### src/rtl/sm3s_pkg.sv
package sm3s_pkg;
    timeunit 1ns;
    timeprecision 1ps;

    localparam int LANE_W = 32;
    localparam int LANES  = 4;
    localparam int VEC_W  = LANE_W * LANES;
    localparam int RIDX_W = 5;
    localparam int LSEL_W = $clog2(LANES);

    // fixed opcode fields: upper group [31:21], two middle pairs
    localparam logic [10:0] OPC_HI  = 11'b11001110010;
    localparam logic [1:0]  OPC_MID = 2'b10;
    localparam logic [1:0]  OPC_LO  = 2'b01;

    typedef logic [LANE_W-1:0] lane_t;
    typedef logic [VEC_W-1:0]  vec_t;
    typedef logic [RIDX_W-1:0] ridx_t;

    typedef struct packed {
        logic              match;
        ridx_t             dst;
        ridx_t             srcb;
        ridx_t             srcc;
        logic [LSEL_W-1:0] lsel;
    } dec_t;

    typedef enum logic [1:0] {
        ST_OFF    = 2'd0,
        ST_IDLE   = 2'd1,
        ST_RESULT = 2'd2
    } st_e;

    function automatic lane_t rotl(lane_t x, int unsigned s);
        return (x << s) | (x >> (LANE_W - s));
    endfunction
endpackage

### src/rtl/sm3s_decode.sv
module sm3s_decode
    import sm3s_pkg::*;
(
    input  logic [31:0] instr,
    output dec_t        dec
);
    timeunit 1ns;
    timeprecision 1ps;

    logic hi_ok, mid_ok, lo_ok;

    always_comb begin
        hi_ok     = (instr[31:21] == OPC_HI);
        mid_ok    = (instr[15:14] == OPC_MID);
        lo_ok     = (instr[11:10] == OPC_LO);
        dec.match = hi_ok && mid_ok && lo_ok;
        dec.dst   = instr[4:0];
        dec.srcb  = instr[9:5];
        dec.srcc  = instr[20:16];
        dec.lsel  = instr[13:12];
    end
endmodule

### src/rtl/sm3s_datapath.sv
module sm3s_datapath
    import sm3s_pkg::*;
#(
    parameter int unsigned ROT_SS  = 12,
    parameter int unsigned ROT_MID = 9
) (
    input  vec_t              acc,
    input  vec_t              srcb,
    input  vec_t              srcc,
    input  logic [LSEL_W-1:0] lsel,
    output vec_t              res
);
    timeunit 1ns;
    timeprecision 1ps;

    localparam int TOP     = LANES - 1;
    localparam int MID_IDX = 1;

    lane_t a_top, a_one, a_two, a_bot, b_top;
    lane_t maj, ss2, msg, sum;

    always_comb begin
        a_top = acc[TOP*LANE_W +: LANE_W];
        a_one = acc[1*LANE_W +: LANE_W];
        a_two = acc[2*LANE_W +: LANE_W];
        a_bot = acc[0 +: LANE_W];
        b_top = srcb[TOP*LANE_W +: LANE_W];
    end

    // lane select: fixed mux, no data-dependent timing
    always_comb begin
        msg = '0;
        for (int k = 0; k < LANES; k++) begin
            if (lsel == LSEL_W'(k)) msg = srcc[k*LANE_W +: LANE_W];
        end
    end

    always_comb begin
        maj = (a_top & a_one) | (a_top & a_two) | (a_one & a_two);
        ss2 = b_top ^ rotl(a_top, ROT_SS);
        sum = maj + a_bot + ss2 + msg;
    end

    assign res[TOP*LANE_W +: LANE_W] = sum;

    for (genvar k = 0; k < LANES - 1; k++) begin : g_shift
        if (k == MID_IDX) begin : g_rot
            assign res[k*LANE_W +: LANE_W] = rotl(acc[(k+1)*LANE_W +: LANE_W], ROT_MID);
        end else begin : g_pass
            assign res[k*LANE_W +: LANE_W] = acc[(k+1)*LANE_W +: LANE_W];
        end
    end
endmodule

### src/rtl/sm3s_ctrl.sv
module sm3s_ctrl
    import sm3s_pkg::*;
(
    input  logic clk,
    input  logic rst_n,
    input  logic in_valid,
    output logic in_ready,
    output logic accept,
    output logic done_valid
);
    timeunit 1ns;
    timeprecision 1ps;

    st_e state, state_nx;

    always_ff @(posedge clk or negedge rst_n) begin
        if (!rst_n) state <= ST_OFF;
        else        state <= state_nx;
    end

    always_comb begin
        in_ready   = 1'b0;
        done_valid = 1'b0;
        unique case (state)
            ST_OFF:    begin in_ready = 1'b0; done_valid = 1'b0; end
            ST_IDLE:   begin in_ready = 1'b1; done_valid = 1'b0; end
            ST_RESULT: begin in_ready = 1'b1; done_valid = 1'b1; end
            default:   begin in_ready = 1'b0; done_valid = 1'b0; end
        endcase
        accept = in_valid && in_ready;
    end

    always_comb begin
        state_nx = state;
        unique case (state)
            ST_OFF:    state_nx = ST_IDLE;
            ST_IDLE:   state_nx = accept ? ST_RESULT : ST_IDLE;
            ST_RESULT: state_nx = accept ? ST_RESULT : ST_IDLE;
            default:   state_nx = ST_OFF;
        endcase
    end

    // ready comes up one cycle after leaving the reset state
    a_r8_ready_after_off: assert property (@(posedge clk) disable iff (!rst_n)
        (state == ST_OFF) |=> in_ready);
endmodule

### src/rtl/sm3s_step_unit.sv
module sm3s_step_unit
    import sm3s_pkg::*;
#(
    parameter int unsigned ROT_SS  = 12,
    parameter int unsigned ROT_MID = 9
) (
    input  logic                clk,
    input  logic                rst_n,
    input  logic                in_valid,
    output logic                in_ready,
    input  logic [31:0]         in_instr,
    output logic [RIDX_W-1:0]   rf_a_idx,
    output logic [RIDX_W-1:0]   rf_b_idx,
    output logic [RIDX_W-1:0]   rf_c_idx,
    input  logic [VEC_W-1:0]    rf_a_data,
    input  logic [VEC_W-1:0]    rf_b_data,
    input  logic [VEC_W-1:0]    rf_c_data,
    output logic                done_valid,
    output logic                done_undef,
    output logic                wb_en,
    output logic [RIDX_W-1:0]   wb_idx,
    output logic [VEC_W-1:0]    wb_data
);
    timeunit 1ns;
    timeprecision 1ps;

    dec_t  dec;
    vec_t  res;
    logic  accept;
    vec_t  res_q;
    ridx_t idx_q;
    logic  undef_q;

    sm3s_decode u_dec (
        .instr (in_instr),
        .dec   (dec)
    );

    sm3s_datapath #(.ROT_SS(ROT_SS), .ROT_MID(ROT_MID)) u_dp (
        .acc  (rf_a_data),
        .srcb (rf_b_data),
        .srcc (rf_c_data),
        .lsel (dec.lsel),
        .res  (res)
    );

    sm3s_ctrl u_ctrl (
        .clk        (clk),
        .rst_n      (rst_n),
        .in_valid   (in_valid),
        .in_ready   (in_ready),
        .accept     (accept),
        .done_valid (done_valid)
    );

    assign rf_a_idx = dec.dst;
    assign rf_b_idx = dec.srcb;
    assign rf_c_idx = dec.srcc;

    always_ff @(posedge clk or negedge rst_n) begin
        if (!rst_n) begin
            res_q   <= '0;
            idx_q   <= '0;
            undef_q <= 1'b0;
        end else if (accept) begin
            res_q   <= res;
            idx_q   <= dec.dst;
            undef_q <= !dec.match;
        end
    end

    assign wb_data    = res_q;
    assign wb_idx     = idx_q;
    assign done_undef = done_valid && undef_q;
    assign wb_en      = done_valid && !undef_q;

    // a write never happens without a clean completion
    a_r9_wb_gated: assert property (@(posedge clk) disable iff (!rst_n)
        wb_en |-> (done_valid && !done_undef));
    // completion one cycle after acceptance, carrying the destination
    a_r6_one_cycle: assert property (@(posedge clk) disable iff (!rst_n)
        (in_valid && in_ready) |=> (done_valid && wb_idx == $past(in_instr[4:0])));
    // no completion without a preceding acceptance
    a_r7_no_spurious: assert property (@(posedge clk) disable iff (!rst_n)
        !(in_valid && in_ready) |=> !done_valid);
    // a mismatching word completes as undefined with no write
    a_r1_undef_no_write: assert property (@(posedge clk) disable iff (!rst_n)
        (in_valid && in_ready && !dec.match) |=> (done_undef && !wb_en));
    // shifted lanes come from the accumulator read in the accept cycle
    a_r4_lane_shift: assert property (@(posedge clk) disable iff (!rst_n)
        (in_valid && in_ready) |=>
        (wb_data[95:64] == $past(rf_a_data[127:96]) && wb_data[31:0] == $past(rf_a_data[63:32])));
endmodule

### config.mk
export PLATFORM = sky130hd
export DESIGN_NAME = sm3s_step_unit
export DESIGN_NICKNAME = d
export VERILOG_FILES = /design/src/rtl/sm3s_pkg.sv /design/src/rtl/sm3s_decode.sv /design/src/rtl/sm3s_datapath.sv /design/src/rtl/sm3s_ctrl.sv /design/src/rtl/sm3s_step_unit.sv
export SDC_FILE = /design/constraint.sdc
export NUM_CORES = 1
export LEC_CHECK = 0
export CORE_AREA = 2 2 221 223
export DETAILED_ROUTE_END_ITERATION = 8
export DIE_AREA = 0 0 223 225
export PLACE_DENSITY = 0.49
export REMOVE_ABC_BUFFERS = 1
export SLEW_MARGIN = 15
export SYNTH_ARGS = -nofsm -noshare
export SYNTH_HDL_FRONTEND = slang
export SYNTH_SLANG_ARGS = --single-unit
### constraint.sdc
create_clock -name clk -period 4.46 [get_ports clk]
set_input_delay 0.669 -clock clk [delete_from_list [all_inputs] [get_ports clk]]
set_output_delay 0.669 -clock clk [all_outputs]
set_load 0.02 [all_outputs]
==> run_results.csv <==
group,metric,value,unit
outcome,status,"complete, no violations",
final_layout,fin_area,16900,um^2
clock_tree,cts_buffer_depth,2,
yosys,yosysMostFrequentCell,"nand2_1",
worst_setup_path,start_kind,"primary input",
worst_setup_path,slowest_delay,0.54,ns
placed_design,gp_congestion,0.788,
grt,grt-ovfl-total,0,
placed_design,port_buffers,454,
sta,slew_viol_final,0,
sta,skew,0.0199,ns
worst_setup_path,critPathMaxFanout,2,
yosys,ys_warn_count,0,
clock_tree,root_buffer,"clkbuf_16",
yosys,yosys.area_share.adder,19.9,%
yosys,ys_async_sr_fraction,100,%
grt,antenna_found_initial,0,
grt,grtUsageTotal,16.8,%
routing,drt_iter0_markers,321,
clock_tree,clk_pin_slew,0.06,ns
yosys,synth_ff_type,"dfrtp_1",
yosys,synth_top_family_by_area,"adder cells",
floorplan,ioPinCount,571,
final_layout,syn_to_final_growth,73.2,%
yosys,synth_compound_area_share,8.04,%
yosys,synth-seq-cells,136,
sta,fin_crit_sh,99.5,%
yosys,synthMuxAreaShare,7.48,%
grt,grt_max_degree,111,
final_layout,final_nets,2133,
worst_setup_path,crit_type,"primary input to flip-flop",
worst_setup_path,cp_top_family,"adder cells",
placed_design,post_dp_cell_area,15900,um^2
routing,wire_per_inst,18.4,um
clock_tree,h-tree-depth,4,
yosys,synth_area_per_cell,9.21,um^2
worst_hold_path,hp-class,"primary input to async pin",
yosys,seq_area_frac_synth,34.8,%
power,cellPowerDensity,623,nW/um^2
yosys,synthCells,1061,
clock_tree,cts-buffers-inserted,17,
yosys,ys_top_cells_by_area,"dfrtp_1, nand2_1, fa_1, mux4_2, inv_1",
yosys,yosys.area_share.simple,16.6,%
floorplan,row_count,80,
routing,drc,0,
final_layout,antenna_cells,0,
grt,grt_pass1_vias,10100,
worst_setup_path,critical_path_buf_inv_count,3,
floorplan,dieArea,50200,um^2
final_layout,fillers,4851,
routing,ant_nets,0,
yosys,synth_area,9770,um^2
routing,vias_per_cell,4.14,
worst_setup_path,worstPathCellList,"clkdlybuf4s15_1 > mux4_2 > inv_2 > fa_1 > fa_1 > inv_2 > ha_4 > fa_2 > a21o_1 > nand4_1 > a21oi_2 > o211a_1 > o311ai_4 > a22oi_2 > a221o_1 > or4_1 > nand3_1",
sta,rsz0062_at_grt,"true",
worst_setup_path,end_kind,"flip-flop",
clock_tree,cts_tree,"done",
clock_tree,holdBufCountCts,0,
yosys,yosys.area.top_type_share,34.8,%
clock_tree,cts.sinks,136,
grt,grt_first_pass_wirelength,61.5,mm
routing,vias,9289,
power,leakagePower,7.86,nW
clock_tree,clock_latency,0.48,ns
worst_setup_path,cpMaxStageDelayCell,"fa_1",
yosys,synth_edf_count,0,
final_layout,drive_above_1_share,16.6,%
sta,setup_violations,0,
yosys,synth_common_cells,"nand2_1, dfrtp_1, inv_1, fa_1, xnor2_1",
flow_run,maxCapViolCount,0,
floorplan,core-area,47500,um^2
sta,fmax,225,MHz
sta,final-hold-violation-count,0,
floorplan,die_w,223,um
yosys,synth.largest_area_cell,"dfrtp_1",
floorplan,die_h,225,um
placed_design,dpl.hpwl,33.5,mm
worst_setup_path,crit_required,4.87,ns
yosys,synth_xor_area_share,5.29,%
sta,max_slew_margin,43.1,%
routing,first_pass_iters,5,
routing,drt-total-wl,41.3,mm
power,total_power,10.5,mW
worst_setup_path,arrival,4.85,ns
yosys,synth_cell_types,54,
sta,tightestPinTransition,0.854,ns
floorplan,start_util,20.5,%
power,vdd_ir_drop_max,0.000341,V
sta,min_period,4.44,ns
-- through the flow --
step | setup WS (ns) | setup TNS (ns) | hold slack [ns] | utilization, % | std cells
after floorplan | -2.09 | -177.79 | 0.373 | - | 1005
after global placement | -0.887 | -10.64 | 0.457 | 33.4 | 2204
after detailed placement | -0.904 | -10.91 | 0.461 | 33.4 | 2204
after CTS | -0.110 | -0.145 | 0.269 | 35.3 | 2244
after global routing | -0.104 | -0.128 | 0.298 | 35.6 | 2245
final | 0.0231 | 0 | 0.224 | 35.6 | 2245
-- layout make-up --
cell class              count  area (um^2)  share of cell area (%)
well taps                 615          769                    4.55
clock buffers              24          512                    3.03
clock inverters             7          114                   0.673
multi-input cells         737         5920                    35.0
repair buffers            594         5700                    33.7
flip-flops and latches    136         3400                    20.1
inverters                 132          498                    2.94
-- metal layers --
metal,up-vias,track usage (%),routed length [um]
met1,4450,20.5,17800
li1,4509,-,-
met4,0,5.39,784
met3,32,6.01,3250
met5,-,0,0
met2,298,27.6,19500
-- final timing paths --
kind / start / to / slack [ns] / cells after the start
min in group clk: wb_data[68]$_DFFE_PN0P_ / wb_data[68]$_DFFE_PN0P_ / 0.47 / 2
worst min-delay path: rst_n / wb_data[10]$_DFFE_PN0P_ / 0.22 / 1
worst min register to register: wb_data[68]$_DFFE_PN0P_ / wb_data[68]$_DFFE_PN0P_ / 0.47 / 2
worst max-delay path: rf_c_data[97] / wb_data[127]$_DFFE_PN0P_ / 0.02 / 17
max in group asynchronous: rst_n / wb_data[65]$_DFFE_PN0P_ / 3.23 / 2
worst max register to register: u_ctrl.state[0]$_DFF_PN0_ / wb_data[5]$_DFFE_PN0P_ / 2.40 / 7
-- kinds of logic (layout without fill, tap and decap cells) --
kind of cell | count (synthesis) | count (layout)
xor+xnor | 59 | 59
mux | 33 | 33
compound gates | 119 | 119
buf+inv | 188 | 757
simple gates | 402 | 402
fa+ha+maj | 124 | 124
flops | 136 | 136
-- repair_timing --
action	in CTS	in global routing
buffers inserted	11	2
setup endpoints to repair	9	14
pin swaps	38	34
resized for setup	79	32
-- sequential cells by signal, summed over array words and instances, names as in the netlist --
| register | flops |
|---|---|
| u_ctrl.state | 2 |
| undef_q | 1 |
| wb_data | 128 |
| wb_idx | 5 |
-- cell usage in the layout, fill, tap and decap left out, types with 4 or more instances in the layout --
master / instances
clkdlybuf4s50_1: 422
nand2_1: 351
dfrtp_1: 136
buf_4: 128
inv_1: 117
fa_1: 57
xnor2_1: 46
o21ai_0: 34
mux4_2: 32
maj3_1: 28
a21o_1: 25
ha_1: 24
dlygate4sd2_1: 20
a21oi_1: 17
clkbuf_16: 17
inv_2: 14
ha_4: 10
xor2_1: 9
nand3_1: 9
nor2_1: 8
a21oi_2: 6
clkbuf_8: 6
buf_6: 6
buf_12: 6
nand4_1: 5
fa_2: 5
dlymetal6s2s_1: 5
nor3_1: 4
-- power breakdown --
group	internal [mW]	switching, mW
Clock	0.962	0.602
Sequential	1.85	0.319
Combinational	3.22	3.58
(Power assumes the default switching activity.)
